--- config.mk ---
export PLATFORM = sky130hd
export DESIGN_NAME = centre_glow_regulator
export DESIGN_NICKNAME = d
export VERILOG_FILES = /design/src/rtl/glow_pkg.sv /design/src/rtl/glow_pos_tracker.sv /design/src/rtl/glow_accum.sv /design/src/rtl/glow_level_ctl.sv /design/src/rtl/centre_glow_regulator.sv
export SDC_FILE = /design/constraint.sdc
export NUM_CORES = 1
export LEC_CHECK = 0
export BUFFER_PORTS_ARGS = -buffer_cell sky130_fd_sc_hd__buf_2
export CAP_MARGIN = 10
export CORE_UTILIZATION = 30
export CTS_CLUSTER_DIAMETER = 80
export DETAILED_ROUTE_END_ITERATION = 12
export PLACE_DENSITY = 0.5
export SKIP_LAST_GASP = 1
export SYNTH_ARGS = -nofsm -noshare
export SYNTH_HDL_FRONTEND = slang
export SYNTH_SLANG_ARGS = --single-unit
--- constraint.sdc ---
create_clock -name clk -period 4.4 [get_ports clk]
set_clock_uncertainty 0.15 [all_clocks]
set_input_delay 0.66 -clock clk [delete_from_list [all_inputs] [get_ports clk]]
set_output_delay 0.66 -clock clk [all_outputs]
set_load 0.005 [all_outputs]
--- src/rtl/glow_pkg.sv ---
package glow_pkg;
  localparam int PIX_W = 10;
  typedef logic [PIX_W-1:0] pix_t;
  typedef enum logic [1:0] {GLOW_HOLD, GLOW_RAISE, GLOW_LOWER} glow_dir_e;

  // Decide the adjustment direction for one frame mean
  function automatic glow_dir_e glow_judge(pix_t mean, pix_t lo, pix_t hi);
    if (mean < lo)      return GLOW_RAISE;
    else if (mean > hi) return GLOW_LOWER;
    else                return GLOW_HOLD;
  endfunction
endpackage

--- src/rtl/glow_pos_tracker.sv ---
module glow_pos_tracker #(
  parameter int IMG_W = 320,
  parameter int IMG_H = 240,
  parameter int WIN   = 128,
  localparam int COL_W = $clog2(IMG_W + 1),
  localparam int ROW_W = $clog2(IMG_H + 1)
) (
  input  logic clk,
  input  logic rst_n,
  input  logic pix_vld,
  input  logic line_go,
  input  logic frame_go,
  output logic acc_en,
  output logic eof_evt,
  output logic frm_evt
);
  localparam logic [COL_W-1:0] COL_LO  = COL_W'((IMG_W - WIN) / 2);
  localparam logic [COL_W-1:0] COL_HI  = COL_W'((IMG_W - WIN) / 2 + WIN - 1);
  localparam logic [ROW_W-1:0] ROW_LO  = ROW_W'((IMG_H - WIN) / 2);
  localparam logic [ROW_W-1:0] ROW_HI  = ROW_W'((IMG_H - WIN) / 2 + WIN - 1);
  localparam logic [COL_W-1:0] COL_END = COL_W'(IMG_W - 1);
  localparam logic [ROW_W-1:0] ROW_END = ROW_W'(IMG_H - 1);

  logic [COL_W-1:0] col_q, col_now;
  logic [ROW_W-1:0] row_q, row_now;
  logic             in_win, green_site;

  always_comb begin
    col_now = (line_go || frame_go) ? '0 : col_q;
    if (frame_go)     row_now = '0;
    else if (line_go) row_now = row_q + 1'b1;
    else              row_now = row_q;
  end

  always_ff @(posedge clk) begin
    if (!rst_n) begin
      col_q <= '0;
      row_q <= '0;
    end else if (pix_vld) begin
      col_q <= col_now + 1'b1;
      row_q <= row_now;
    end
  end

  assign in_win     = (col_now >= COL_LO) && (col_now <= COL_HI) &&
                      (row_now >= ROW_LO) && (row_now <= ROW_HI);
  assign green_site = (col_now[0] == row_now[0]);
  assign acc_en     = pix_vld && in_win && green_site;
  assign eof_evt    = pix_vld && (col_now == COL_END) && (row_now == ROW_END);
  assign frm_evt    = pix_vld && frame_go;


  col_step_chk: assert property (@(posedge clk) disable iff (!rst_n)
    (pix_vld && !line_go && !frame_go) |=> (col_q == $past(col_q) + 1'b1));


  col_idle_chk: assert property (@(posedge clk) disable iff (!rst_n)
    !pix_vld |=> ($stable(col_q) && $stable(row_q)));
endmodule

--- src/rtl/glow_accum.sv ---
module glow_accum #(
  parameter int WIN = 128,
  localparam int SHIFT = $clog2(WIN * WIN / 2),
  localparam int SUM_W = glow_pkg::PIX_W + SHIFT
) (
  input  logic          clk,
  input  logic          rst_n,
  input  glow_pkg::pix_t pix_in,
  input  logic          acc_en,
  input  logic          eof_evt,
  input  logic          frm_evt,
  output glow_pkg::pix_t mean_q,
  output logic          upd_q
);
  logic [SUM_W-1:0] sum_q, sum_next;

  function automatic glow_pkg::pix_t mean_of(logic [SUM_W-1:0] s);
    return s[SUM_W-1:SHIFT];
  endfunction

  always_comb begin
    sum_next = frm_evt ? '0 : sum_q;
    if (acc_en) sum_next = sum_next + SUM_W'(pix_in);
  end

  always_ff @(posedge clk) begin
    if (!rst_n) begin
      sum_q  <= '0;
      mean_q <= '0;
      upd_q  <= 1'b0;
    end else begin
      upd_q <= eof_evt;
      if (eof_evt) begin
        mean_q <= mean_of(sum_next);
        sum_q  <= '0;
      end else begin
        sum_q <= sum_next;
      end
    end
  end


  mean_hold_chk: assert property (@(posedge clk) disable iff (!rst_n)
    !eof_evt |=> $stable(mean_q));


  sum_clear_chk: assert property (@(posedge clk) disable iff (!rst_n)
    (frm_evt && !acc_en && !eof_evt) |=> (sum_q == '0));


  acc_gap_chk: assert property (@(posedge clk) disable iff (!rst_n)
    (!acc_en && !frm_evt && !eof_evt) |=> $stable(sum_q));
endmodule

--- src/rtl/glow_level_ctl.sv ---
module glow_level_ctl #(
  parameter int LVL_W = 8,
  parameter logic [LVL_W-1:0] RST_LVL = LVL_W'(128)
) (
  input  logic             clk,
  input  logic             rst_n,
  input  logic             upd,
  input  glow_pkg::pix_t   mean,
  input  glow_pkg::pix_t   thr_lo,
  input  glow_pkg::pix_t   thr_hi,
  input  logic [LVL_W-1:0] lvl_floor,
  input  logic [LVL_W-1:0] lvl_ceil,
  output logic [LVL_W-1:0] lvl_q
);
  import glow_pkg::*;

  glow_dir_e dir;

  function automatic logic [LVL_W-1:0] step_lvl(glow_dir_e d, logic [LVL_W-1:0] cur,
                                                logic [LVL_W-1:0] fl, logic [LVL_W-1:0] ce);
    case (d)
      GLOW_RAISE: return (cur >= ce) ? ce : cur + 1'b1;
      GLOW_LOWER: return (cur <= fl) ? fl : cur - 1'b1;
      default:    return cur;
    endcase
  endfunction

  assign dir = glow_judge(mean, thr_lo, thr_hi);

  always_ff @(posedge clk) begin
    if (!rst_n)   lvl_q <= RST_LVL;
    else if (upd) lvl_q <= step_lvl(dir, lvl_q, lvl_floor, lvl_ceil);
  end


  lvl_hold_chk: assert property (@(posedge clk) disable iff (!rst_n)
    !upd |=> $stable(lvl_q));


  lvl_raise_chk: assert property (@(posedge clk) disable iff (!rst_n)
    (upd && dir == GLOW_RAISE && lvl_q < lvl_ceil) |=> (lvl_q == $past(lvl_q) + 1'b1));


  lvl_lower_chk: assert property (@(posedge clk) disable iff (!rst_n)
    (upd && dir == GLOW_LOWER && lvl_q > lvl_floor) |=> (lvl_q == $past(lvl_q) - 1'b1));


  lvl_range_chk: assert property (@(posedge clk) disable iff (!rst_n)
    !$stable(lvl_q) |-> (lvl_q >= lvl_floor && lvl_q <= lvl_ceil));
endmodule

--- src/rtl/centre_glow_regulator.sv ---
module centre_glow_regulator #(
  parameter int IMG_W = 320,
  parameter int IMG_H = 240,
  parameter int WIN   = 128,
  parameter int LVL_W = 8,
  parameter logic [LVL_W-1:0] RST_LVL = LVL_W'(128)
) (
  input  logic                       clk,
  input  logic                       rst_n,
  input  logic [glow_pkg::PIX_W-1:0] pix_in,
  input  logic                       pix_vld,
  input  logic                       line_go,
  input  logic                       frame_go,
  input  logic [glow_pkg::PIX_W-1:0] thr_lo,
  input  logic [glow_pkg::PIX_W-1:0] thr_hi,
  input  logic [LVL_W-1:0]           lvl_floor,
  input  logic [LVL_W-1:0]           lvl_ceil,
  output logic [LVL_W-1:0]           led_level,
  output logic [glow_pkg::PIX_W-1:0] mean_out
);
  logic acc_en, eof_evt, frm_evt, upd;

  glow_pos_tracker #(.IMG_W(IMG_W), .IMG_H(IMG_H), .WIN(WIN)) u_pos (
    .clk(clk), .rst_n(rst_n), .pix_vld(pix_vld), .line_go(line_go),
    .frame_go(frame_go), .acc_en(acc_en), .eof_evt(eof_evt), .frm_evt(frm_evt)
  );

  glow_accum #(.WIN(WIN)) u_acc (
    .clk(clk), .rst_n(rst_n), .pix_in(pix_in), .acc_en(acc_en),
    .eof_evt(eof_evt), .frm_evt(frm_evt), .mean_q(mean_out), .upd_q(upd)
  );

  glow_level_ctl #(.LVL_W(LVL_W), .RST_LVL(RST_LVL)) u_lvl (
    .clk(clk), .rst_n(rst_n), .upd(upd), .mean(mean_out), .thr_lo(thr_lo),
    .thr_hi(thr_hi), .lvl_floor(lvl_floor), .lvl_ceil(lvl_ceil), .lvl_q(led_level)
  );


  upd_follows_eof_chk: assert property (@(posedge clk) disable iff (!rst_n)
    eof_evt |=> upd);
endmodule

**Word-level counts from Yosys, hierarchy flattened**

Cells that the tools add are included.

- Bits of input ports: 51
- Output and inout bits: 18
- Bits in registers: 59
- Word-level logic and storage cells: 47

- $lt $le $gt $ge: 8
- Multiplexer cells: 10
- Equality and inequality tests: 5
- Bitwise operators: 1
- Reduce and logical (&&, ||, !) cells: 12
- Add/subtract/negate cells: 5

Operator list:

| kind | number |
|---|---|
| 23-bit two-way mux | 2 |
| 8-bit two-way mux | 4 |
| 23-bit by 10-bit adder with 23-bit output | 1 |
| 8-bit by 1-bit adder with 8-bit output, second input constant | 2 |
| 8-bit case mux with 2 select lines | 1 |
| 10-bit > comparator | 1 |
| 10-bit < comparator | 1 |
| 9-bit by 1-bit adder with 9-bit output, second input constant | 1 |
| 9-bit equality test, second input constant | 1 |
| 9-bit by 7-bit greater-or-equal comparator with 1-bit output, second input constant | 1 |
| 9-bit by 8-bit less-or-equal comparator with 1-bit output, second input constant | 1 |
| 9-bit two-way mux | 1 |
| 8-bit equality test, second input constant | 1 |
| 8-bit by 6-bit greater-or-equal comparator with 1-bit output, second input constant | 1 |
| 8-bit greater-or-equal comparator | 1 |
| 8-bit less-or-equal comparator | 1 |
| 8-bit less-or-equal comparator, second input constant | 1 |
| 1-bit logical AND | 8 |
| 8-bit by 1-bit subtractor with 8-bit output, second input constant | 1 |
| 2-bit two-way mux | 2 |
| 2-bit by 1-bit equality test with 1-bit output, second input constant | 1 |
| 2-bit equality test, second input constant | 1 |
| 2-bit AND reduction | 1 |
| 2-bit nonzero test | 1 |
| other kinds (4) | 4 |

**Longest topological paths before layout**

Gate-level depths: netlist of run 1.

- Depth after elaboration: 9
- Gate-level depth with buffers: 14
- Gate-level depth less buffers: 11

**Modules after synthesis**

From an unflattened synthesis of run 1, not the netlist that was laid out.

- Cells, all modules: 582
- Area, all modules: 4789.6 µm²

By module, submodules not included:

| module | seq. area each (µm²) | times used | area each (µm²) | cells each |
|---|---|---|---|---|
| glow_accum | 680.7 | 1 | 1930.6 | 222 |
| glow_level_ctl | 160.2 | 1 | 1719.1 | 217 |
| glow_pos_tracker | 340.3 | 1 | 1139.8 | 143 |

**Worst setup path before layout of run 1**

No wires, ideal clock.

- Path kind: in2reg
- From: in frame_go
- To: reg u_acc.sum_q[14]
- Setup time: 0.116 ns
- Stages: 13
- Data arrival time: 3.362 ns
- Buffers on the path: 2
- Required time: 4.134 ns
- Setup slack: 0.773 ns
- Cells stage by stage: clkbuf_1 > nand2_1 > clkbuf_1 > and2_1 > ha_1 > fa_1 > a21oi_1 > o22ai_1 > or4b_2 > a21oi_1 > nor4b_1 > xnor2_1 > nor2_1

- Word-level cells in the longest chain between the ends: 9
- Elaborated cells between the ends (all ways): 22
- Classes of those cells: add/sub: 1; order compare: 4; eq/ne: 3; mux: 4; reduce/logical: 10

RTL lines:

| what | RTL line | text |
|---|---|---|
| from (decl) | centre_glow_regulator.sv:13 | `input logic frame_go,` |
| 1-bit logical OR | glow_pos_tracker.sv:29 | `col_now = (line_go \|\| frame_go) ? '0 : col_q;` |
| 9-bit two-way mux | glow_pos_tracker.sv:29 |  |
| 9-bit by 7-bit greater-or-equal comparator with 1-bit output / 9-bit by 8-bit less-or-equal comparator with 1-bit output (equally long branches) | glow_pos_tracker.sv:45 | `assign in_win = (col_now >= COL_LO) && (col_now <= COL_HI) &&` |
| 1-bit logical AND (2 in a row) | glow_pos_tracker.sv:45 |  |
| 1-bit logical AND | glow_pos_tracker.sv:46 | `(row_now >= ROW_LO) && (row_now <= ROW_HI);` |
| 1-bit logical AND (2 in a row) | glow_pos_tracker.sv:48 | `assign acc_en = pix_vld && in_win && green_site;` |
| 23-bit two-way mux | glow_accum.sv:23 | `if (acc_en) sum_next = sum_next + SUM_W'(pix_in);` |
| to (signal assigned) | glow_accum.sv:37 | `sum_q <= sum_next;` |
| to (decl) | glow_accum.sv:15 | `logic [SUM_W-1:0] sum_q, sum_next;` |

Several ways; a longest one is shown, not always the timed one.
A chain may end at the register's enable or synchronous reset.

**Worst setup path after layout of run 1**

- From: in frame_go
- To: reg u_acc.sum_q[2]

Same word-level chain as after synthesis.

==> results of run 1 <==
[flip-flops by register name, summed over array words and instances, names as in the netlist]
register	count
u_acc.upd_q	1
u_acc.sum_q	23
u_acc.mean_q	10
u_pos.row_q	8
u_lvl.lvl_q	8
u_pos.col_q	9
[how the worst max path moves through the flow]
| stage | startpoint | to | cells after the start |
|---|---|---|---|
| after floorplan | frame_go | u_acc.sum_q[14] | 13 |
| after global placement | frame_go | u_acc.sum_q[2] | 12 |
| after detailed placement | frame_go | u_acc.sum_q[2] | 11 |
| after CTS | frame_go | u_acc.sum_q[2] | 11 |
| after global routing | frame_go | u_acc.sum_q[12] | 12 |
| final | frame_go | u_acc.sum_q[2] | 12 |
[power by group through the flow]
stage / Combinational (W) / Clock (W) / Sequential (W)
2_1_floorplan: 0.0000760 / 0 / 0.000549
3_3_place_gp: 0.000117 / 0 / 0.000549
3_5_place_dp: 0.000120 / 0 / 0.000549
4_1_cts: 0.000121 / 0.000811 / 0.000538
5_1_grt: 0.000135 / 0.000835 / 0.000538
6_report: 0.000120 / 0.000791 / 0.000538
[layout make-up]
type	count	area [sq um]
fillers	1568	9321
flip-flops and latches	59	1181
inverters	48	180.2
clock inverters	5	102.6
multi-input cells	460	3124
repair buffers	74	385.4
well taps	184	230.2
clock buffers	10	229.0
[per-stage QoR]
step	setup slack (ns)	power, W
floorplan	0.7725	0.0006247
global placement	0.5556	0.0006662
detailed placement	0.4640	0.0006691
CTS	0.7938	0.001470
global route	0.5810	0.001509
finish	0.7825	0.001449
[logic make-up (layout without fill, tap and decap cells)]
group / after synthesis / after routing / synth area share
compound gates: 149 / 149 / 0.2022
xor+xnor: 29 / 29 / 0.05518
fa+ha+maj: 51 / 51 / 0.1403
buf+inv: 70 / 137 / 0.06469
flops: 59 / 59 / 0.2566
mux: 9 / 9 / 0.01984
simple gates: 222 / 222 / 0.2612
[worst min-delay path, cell delays in order, from the launching register on]
cell and delay (ns):
dfxtp_1 0.33, o31ai_1 0.07, a21oi_1 0.06
[layout by cell type, fill, tap and decap left out, types with 4 or more instances in the layout]
cell and instances:
o211ai_1 7, and2_1 17, nor4_1 10, nor2b_1 14, mux2i_1 8, o21a_1 5, buf_4 6, o221ai_1 5
nand2_1 57, nand3_1 21, a211o_1 7, nor2_1 37, nor3_1 11, nand4_1 8, or3_1 4, xnor2_1 20
o21ai_0 31, inv_1 48, a21oi_1 57, nand2b_1 6, o211a_1 4, dfxtp_1 59, and3_1 5, clkbuf_16 9
ha_1 50, xor2_1 9, nor3b_1 4, buf_2 68
[metal layers]
layer | global-route usage | share of wire | vias up
met1 | 0.1901 | 0.49 | 1986
met2 | 0.2386 | 0.44 | 93
met3 | 0.02294 | 0.038 | 19
li1 | - | - | 2229
met4 | 0.07938 | 0.025 | 0
met5 | 0 | 0 | -
==> impl_metrics.csv, run 1 <==
group,metric,value,unit
power,pwr-share-seq,0.371,
detailed_routing,drc,0,
setup_path,crit_path_end_kind,"flip-flop",
status,outcome,"finished clean",
yosys,synth_most_common_cell,"dfxtp_1",
timing,setup_tns,0,ns
yosys,synth_area_leaders,"dfxtp_1, ha_1, a21oi_1",
yosys,yosys_warnings,0,
setup_path,worstPathRequired,4.43,ns
timing,holdWs,0.3630,ns
global_routing,gr-total-overflow,0,
yosys,synth.ff_latch_count,59,
finish,stdcell_area,5433,sq um
die,die_y,125.9,microns
placement,io_buffers,68,
yosys,synth_edf_count,0,
timing,rsz0062_at_grt,"no",
yosys,synth_area_leader_cell,"dfxtp_1",
placement,dp_cells,825,
timing,setup_viol,0,
finish,fin_nets,754,
finish,final_util,0.3682,
die,num_rows,44,
yosys,netlist_area,4603,sq um
min_path,hp-class,"flip-flop to flip-flop",
setup_path,max_stage_delay,0.70,ns
timing,slew_viol_final,0,
detailed_routing,drtIter0Drc,235,
placement,gp_congestion,0.8154,
finish,diodes,0,
clock_tree,numCtsBuffers,9,
min_path,hp-start,"u_acc.sum_q[20]",
die,start_util,0.3120,
finish,syn_to_final_growth,18.02,%
yosys,avgSynthCellArea,7.815,sq um
die,die_w,125.9,microns
clock_tree,cts_tree,"yes",
clock_tree,clock_latency,0.33,ns
detailed_routing,vias,4327,
clock_tree,cts_root_buf,"clkbuf_16",
clock_tree,hold_buffers,0,
yosys,synthTopCellsByCount,"dfxtp_1, a21oi_1, nand2_1, ha_1, inv_1",
power,ir_worst_vdd,0.0001827,V
timing,timing.fmax,276.4,MHz
setup_path,crit_family,"simple AND/OR/NAND/NOR gates",
timing,period_needed,3.617,ns
timing,post-route-period-util,0.8221,
yosys,synthCells,589,
setup_path,crit_buf_inv,2,
placement,dpl_cell_area,5101,sq um
power,p_comb_frac,0.083,
clock_tree,cts_resized,0,
clock_tree,clkSlewWorstSetupHoldPaths,0.05,ns
global_routing,grt_usage,0.1479,
setup_path,r2r_cells,7,
setup_path,r2r-start,"u_pos.row_q[0]",
power,switching_power,0.0003153,W
die,die-area,15840,sq um
detailed_routing,drt-total-wl,11.41,mm
timing,hold_viol_final,0,
global_routing,grt_pass1_wl,18.98,mm
detailed_routing,antenna_violating_nets_post_route,0,
run,maxCapViolations,0,
yosys,synth_top_flop_cell,"dfxtp_1",
setup_path,worstReg2RegEnd,"u_acc.sum_q[20]",
global_routing,grt_pass1_vias,3982,
detailed_routing,firstDrtPassIters,4,
power,pwr-share-clk,0.546,
power,leakagePower,2.382,nW
die,core_area,14750,sq um
clock_tree,h-tree-depth,3,
setup_path,arrival,3.65,ns
power,p_sw_frac,0.2176,
global_routing,antenna_found_initial,0,
timing,relSlewSlack,0.3698,
min_path,min_path_cells,2,
setup_path,critPathLaunchType,"primary input",
detailed_routing,detail_route.vias_per_cell,5.151,
detailed_routing,post_drt_wl_per_cell,13.59,microns
timing,worst_pin_slew,0.9386,ns
yosys,async_reset_ff_frac,0,
placement,hpwlAfterDp,8.664,mm
setup_path,path_class,"primary input to flip-flop",
die,ioPinCount,69,
min_path,hold_end,"u_acc.sum_q[20]",
yosys,synth_top_area_frac,0.2566,
setup_path,cp_cell_sequence,"buf_2 > nor2_1 > nand2_1 > inv_1 > ha_1 > nand3_1 > nor2_4 > nand3_2 > or4b_4 > or4_1 > nand2_8 > a211oi_1",
setup_path,path_max_fanout,18,
yosys,syn_nets,691,
clock_tree,cts.sinks,59,
power,intPower,0.001134,W
clock_tree,post_cts_buffers,0,
setup_path,worst_path_max_delay_cell,"or4_1",
setup_path,rrSetupSlack,1.32,ns
finish,finalNonFillerCells,840,
clock_tree,clockBufferDepth,2,
yosys,yosysUniqueCellTypes,65,
yosys,ys_seq_area_frac,0.2566,
finish,layout-drive-gt1-share,0.1570,
power,p_per_area,266.7,nW/um^2
global_routing,grt_max_degree,39,
(Power assumes the default switching activity.)
==> run 2, diff against run 1 <==
--- a/config.mk
+++ b/config.mk
@@ -5,6 +5,7 @@
 export SDC_FILE = /design/constraint.sdc
 export NUM_CORES = 1
 export LEC_CHECK = 0
+export ABC_AREA = 1
 export BUFFER_PORTS_ARGS = -buffer_cell sky130_fd_sc_hd__buf_2
 export CAP_MARGIN = 10
 export CORE_UTILIZATION = 30
==> constraint.sdc (replaced) <==
create_clock -name clk -period 3.5 [get_ports clk]
set_clock_uncertainty 0.15 [all_clocks]
set_input_delay 0.525 -clock clk [delete_from_list [all_inputs] [get_ports clk]]
set_output_delay 0.525 -clock clk [all_outputs]
set_load 0.005 [all_outputs]
==> run 2 against run 1 <==
Compared with the run above: sequential power is 27% higher; first-iteration DRC count increased by 34%; core utilization is 0.58 points lower; largest power group unchanged; highest routed layer unchanged; critical path type unchanged.
==> impl_metrics.csv, run 2 <==
group,metric,value,unit
placement,gp_congestion,0.8599,
detailed_routing,drtIter0Drc,316,
timing,relSlewSlack,0.6436,
finish,top_register,"u_acc.sum_q",
detailed_routing,drc,0,
global_routing,gr-total-overflow,0,
yosys,synth_top_flop_cell,"dfxtp_1",
finish,diodes,0,
min_path,hp-class,"flip-flop to flip-flop",
timing,setup_tns,0,ns
die,num_rows,47,
die,core_area,16820,sq um
setup_path,rrSetupSlack,0.94,ns
detailed_routing,antenna_violating_nets_post_route,0,
min_path,hold_end,"u_pos.col_q[6]",
clock_tree,hold_buffers,0,
clock_tree,cts_resized,0,
yosys,synth_area_leader_cell,"dfxtp_1",
setup_path,critPathLaunchType,"primary input",
global_routing,grt_usage,0.1651,
placement,io_buffers,68,
finish,reg_top3,"u_acc.sum_q (23), u_acc.mean_q (10), u_pos.col_q (9)",
setup_path,path_class,"primary input to flip-flop",
clock_tree,clkSlewWorstSetupHoldPaths,0.05,ns
clock_tree,clockBufferDepth,2,
finish,final_common_cell,"nand2_1",
placement,dpl_cell_area,5813,sq um
die,start_util,0.3110,
clock_tree,cts.sinks,59,
clock_tree,h-tree-depth,3,
setup_path,r2r_cells,14,
finish,layout-drive-gt1-share,0.1078,
timing,period_needed,2.628,ns
clock_tree,clock_latency,0.34,ns
setup_path,cp_cell_sequence,"buf_2 > nand2_1 > inv_1 > buf_12 > nor2_1 > ha_1 > nand3_1 > nor3_1 > nand3_1 > nand2_1 > nand2_1 > nand2_1 > nand3_1 > nand2_1 > nand2_1 > nand2_1",
yosys,yosys_warnings,0,
run,maxCapViolations,0,
yosys,synth_area_leaders,"dfxtp_1, nand2_1, ha_1",
yosys,synth.ff_latch_count,59,
clock_tree,post_cts_buffers,0,
placement,dpl_worst_slack,0.4826,ns
setup_path,r2r-start,"u_acc.mean_q[9]",
setup_path,arrival,2.75,ns
finish,stdcell_area,6095,sq um
yosys,synth_top_area_frac,0.2258,
finish,syn_to_final_growth,16.50,%
yosys,yosysUniqueCellTypes,39,
setup_path,max_stage_delay,0.38,ns
power,leakagePower,3.225,nW
yosys,synthCells,873,
detailed_routing,vias,5305,
setup_path,path_max_fanout,15,
timing,timing.fmax,380.5,MHz
timing,fin_ws,0.8716,ns
detailed_routing,drt-total-wl,14.07,mm
detailed_routing,detail_route.vias_per_cell,4.550,
setup_path,worstReg2RegEnd,"u_lvl.lvl_q[6]",
timing,hold_viol_final,0,
placement,hpwlAfterDp,11.05,mm
setup_path,worstPathRequired,3.62,ns
yosys,synthTopCellsByCount,"nand2_1, inv_1, nor2_1, nand3_1, dfxtp_1",
finish,fillCellCount,1935,
clock_tree,cts_tree,"yes",
power,power,0.001723,W
die,die_y,134.1,microns
yosys,async_reset_ff_frac,0,
global_routing,grt_pass1_wl,23.87,mm
yosys,ys_seq_area_frac,0.2258,
die,die_w,134.1,microns
timing,setup_viol,0,
global_routing,grt_max_degree,24,
yosys,syn_nets,975,
status,outcome,"finished clean",
power,ir_worst_vdd,0.0002238,V
yosys,netlist_area,5231,sq um
timing,post-route-period-util,0.7510,
yosys,synth_most_common_cell,"nand2_1",
min_path,min_path_cells,2,
finish,fin_nets,1044,
clock_tree,numCtsBuffers,9,
yosys,avgSynthCellArea,5.992,sq um
yosys,synth_edf_count,0,
clock_tree,cts_root_buf,"clkbuf_16",
timing,worst_pin_slew,0.5332,ns
setup_path,worst_path_max_delay_cell,"ha_1",
detailed_routing,post_drt_wl_per_cell,12.07,microns
global_routing,antenna_found_initial,0,
power,p_per_area,282.7,nW/um^2
die,die-area,17970,sq um
finish,largest_reg_flops,23,
finish,final_cell_mix,"nand2_1, inv_1, nor2_1, nand3_1, buf_2",
global_routing,grt_pass1_vias,5030,
detailed_routing,firstDrtPassIters,4,
die,ioPinCount,69,
setup_path,crit_path_end_kind,"flip-flop",
timing,slew_viol_final,0,
finish,final_util,0.3624,
setup_path,crit_path_frequent_cell,"nand2_1",
min_path,hp-start,"u_pos.col_q[6]",
timing,rsz0062_at_grt,"no",
-- run 2: cell count changes in the layout (fill, tap and decap cells not counted), moves of 7 or more --
| cell | change |
|---|---|
| xor2_1 | +13 |
| nand2_1 | +216 |
| nor2b_1 | -14 |
| a211o_1 | -7 |
| mux2i_1 | -8 |
| xnor2_1 | -17 |
| nor4_1 | -9 |
| nand3_1 | +64 |
| inv_1 | +86 |
| nor2_1 | +50 |
| and2_1 | -17 |
-- run 2: cells by family (layout without fill, tap and decap cells) --
kind of cell    Yosys count  after routing  share of synthesized area
simple gates            482            482                     0.3841
buf+inv                 155            228                     0.1179
compound gates          101            101                     0.1069
flops                    59             59                     0.2258
fa+ha+maj                51             51                     0.1234
xor+xnor                 25             25                    0.04186
-- run 2: worst max path at each step --
stage,end,slack [ns],startpoint
global placement,u_acc.mean_q[7],0.49,frame_go
global route,u_lvl.lvl_q[6],0.53,u_acc.mean_q[9]
floorplan,u_acc.mean_q[1],0.34,frame_go
CTS,u_acc.mean_q[1],0.84,frame_go
detailed placement,u_acc.mean_q[1],0.48,frame_go
finish,u_acc.mean_q[6],0.87,frame_go
-- run 2: final cells by class --
| type | count | area (sq um) | share of cell area |
|---|---|---|---|
| clock buffer | 14 | 274.0 | 0.04496 |
| clock inverter | 1 | 7.507 | 0.001232 |
| multi-input combinational | 659 | 3433 | 0.5633 |
| tap | 220 | 275.3 | 0.04517 |
| timing repair buffer | 75 | 405.4 | 0.06652 |
| sequential | 59 | 1181 | 0.1938 |
| inverter | 138 | 518.0 | 0.08499 |
-- run 2: routing by layer --
layer  wire (microns)  part of all wire  GRT usage
met1             7225              0.51     0.2229
met2             6129              0.44     0.2668
met3              522             0.037    0.02381
met4              193             0.014    0.05868
met5                0                 0          0
-- run 2: through the flow --
step                hold slack [ns]  instances
floorplan                    0.2936        873
detailed placement           0.3110       1151
CTS                          0.3242       1166
finish                       0.3279       1166
global placement             0.3102       1151
global route                 0.3461       1166
-- run 2: power breakdown --
group	leakage, nW	internal [W]	switching, W
combinational	2.61	0.0000672	0.000110
sequential	0.477	0.000678	0.00000611
clock	0.135	0.000534	0.000327
total	3.23	0.00128	0.000443
-- run 2: critical path, delay by kind of cell --
kind | cells | cell delay [ns]
adder cells (fa/ha/maj) | 1 | 0.38
buffers and inverters | 3 | 0.44
AND/OR/NAND/NOR | 12 | 1.39
==> run 3, diff against run 2 <==
==> constraint.sdc (replaced) <==
create_clock -name clk -period 2.8 [get_ports clk]
set_clock_uncertainty 0.15 [all_clocks]
set_input_delay 0.42 -clock clk [delete_from_list [all_inputs] [get_ports clk]]
set_output_delay 0.42 -clock clk [all_outputs]
set_load 0.005 [all_outputs]
==> run 3 against run 2 <==
Compared with the run above: sequential share of layout area down 0.59 points; sequential power up 25%; routed wire length up 2.2%; core utilization up 1.1 points; combinational power up 29%; register-to-register slack worse by 0.47 ns; largest cell class unchanged; cell count up 2.0%; die area unchanged; power up 31%; flip-flop and latch count unchanged.
==> impl_metrics.csv, run 3 (synthesis results as in run 2) <==
group,metric,value,unit
clock_tree,clock_latency,0.33,ns
detailed_routing,vias,5396,
global_routing,grt_max_degree,22,
finish,largest_reg_flops,23,
finish,fin_nets,1067,
min_path,hp-class,"primary input to flip-flop",
run,maxCapViolations,0,
timing,setup_viol,0,
clock_tree,cts_tree,"yes",
die,core_area,16820,sq um
detailed_routing,post_drt_wl_per_cell,12.09,microns
detailed_routing,drc,0,
finish,reg_top3,"u_acc.sum_q (23), u_acc.mean_q (10), u_pos.col_q (9)",
die,num_rows,47,
detailed_routing,antenna_violating_nets_post_route,0,
power,power,0.002258,W
clock_tree,numCtsBuffers,9,
finish,final_common_cell,"nand2_1",
timing,timing.fmax,405.0,MHz
global_routing,antenna_found_initial,0,
global_routing,gr-total-overflow,0,
timing,period_needed,2.469,ns
setup_path,critPathLaunchType,"primary input",
setup_path,path_max_fanout,13,
finish,fillCellCount,1908,
timing,slew_viol_final,0,
die,ioPinCount,69,
die,die_w,134.1,microns
die,die-area,17970,sq um
global_routing,grt_usage,0.1692,
clock_tree,cts.sinks,59,
finish,final_cell_mix,"nand2_1, inv_1, nor2_1, nand3_1, buf_2",
die,die_y,134.1,microns
timing,worst_pin_slew,0.4562,ns
timing,relSlewSlack,0.6955,
clock_tree,hold_buffers,0,
clock_tree,h-tree-depth,3,
timing,holdWs,0.2812,ns
timing,hold_viol_final,0,
setup_path,crit_path_end_kind,"flip-flop",
die,start_util,0.3110,
setup_path,path_class,"primary input to flip-flop",
finish,diodes,0,
placement,io_buffers,68,
power,leakagePower,3.355,nW
clock_tree,clkSlewWorstSetupHoldPaths,0.05,ns
placement,gp_congestion,0.8422,
detailed_routing,detail_route.vias_per_cell,4.538,
finish,layout-drive-gt1-share,0.1311,
timing,setup_tns,0,ns
power,p_per_area,359.2,nW/um^2
clock_tree,post_cts_buffers,0,
clock_tree,cts_root_buf,"clkbuf_16",
placement,hpwlAfterDp,11.31,mm
setup_path,arrival,2.54,ns
detailed_routing,firstDrtPassIters,5,
clock_tree,cts_resized,0,
power,ir_worst_vdd,0.0002574,V
timing,post-route-period-util,0.8819,
finish,syn_to_final_growth,20.19,%
detailed_routing,drtIter0Drc,252,
timing,rsz0062_at_grt,"no",
status,outcome,"finished clean",
clock_tree,clockBufferDepth,2,
setup_path,worstPathRequired,2.87,ns
global_routing,grt_pass1_vias,5181,
finish,top_register,"u_acc.sum_q",
detailed_routing,drt-total-wl,14.38,mm
global_routing,grt_pass1_wl,24.74,mm
==> run 3: cell count changes in the layout (fill, tap and decap cells not counted) <==
cell / previous run / this run
inv_2: 2 / 3
inv_1: 134 / 133
bufinv_16: 0 / 1
clkbuf_1: 2 / 1
clkinvlp_4: 1 / 0
buf_12: 1 / 0
clkbuf_8: 3 / 4
buf_4: 6 / 30
==> run 3: where the power goes <==
group	switching [W]	total (W)	internal, W
Sequential	0.00000756	0.000856	0.000848
Combinational	0.000140	0.000228	0.0000876
Clock	0.000393	0.00117	0.000781
==> run 3: metal layers <==
metal / share of wire / global-route usage / wire length [microns] / vias to the layer above
met5: 0 / 0 / 0 / -
met4: 0.016 / 0.05243 / 231 / 0
met3: 0.038 / 0.03023 / 540 / 18
met2: 0.44 / 0.2769 / 6273 / 87
met1: 0.51 / 0.2249 / 7329 / 2327
li1: - / - / - / 2964
==> run 3: area by class of cell <==
type                       count  area [sq um]  share of cell area
clock buffer                  14         284.0             0.04517
sequential                    59          1181              0.1879
tap                          220         275.3             0.04378
multi-input combinational    659          3433              0.5461
clock inverter                 1         30.03            0.004776
timing repair buffer          98         565.5             0.08995
inverter                     138         518.0             0.08239
==> run 3: per-stage QoR <==
step	area (sq um)	cells	util	setup slack [ns]
finish	6287	1189	0.3738	0.3308
global route	6287	1189	0.3738	0.01802
CTS	6287	1189	0.3738	0.3265
detailed placement	5973	1174	0.3552	0.001809
global placement	5973	1174	0.3552	0.02275
floorplan	5235	873	-	0.01173
==> run 3: worst max-delay path, cell delays in order <==
cell	delay, ns
buf_2	0.09
nand2_1	0.10
inv_2	0.21
nor2_1	0.09
ha_1	0.21
fa_1	0.40
nand3_1	0.08
nand3_1	0.19
nand3_1	0.13
nand2_1	0.11
nand3_1	0.11
nand2_1	0.06
nand2_1	0.05
nand2_1	0.05
nand3_1	0.09
nand2_1	0.06
nand2_1	0.05
nand2_1	0.04
==> run 3: final timing paths <==
path	from	to	slack (ns)	cells after the start
max	frame_go	u_acc.mean_q[3]	0.33	18
min	rst_n	u_lvl.lvl_q[7]	0.28	2
max reg2reg	u_lvl.lvl_q[5]	u_lvl.lvl_q[1]	0.47	9
min reg2reg	u_pos.col_q[6]	u_pos.col_q[6]	0.32	2
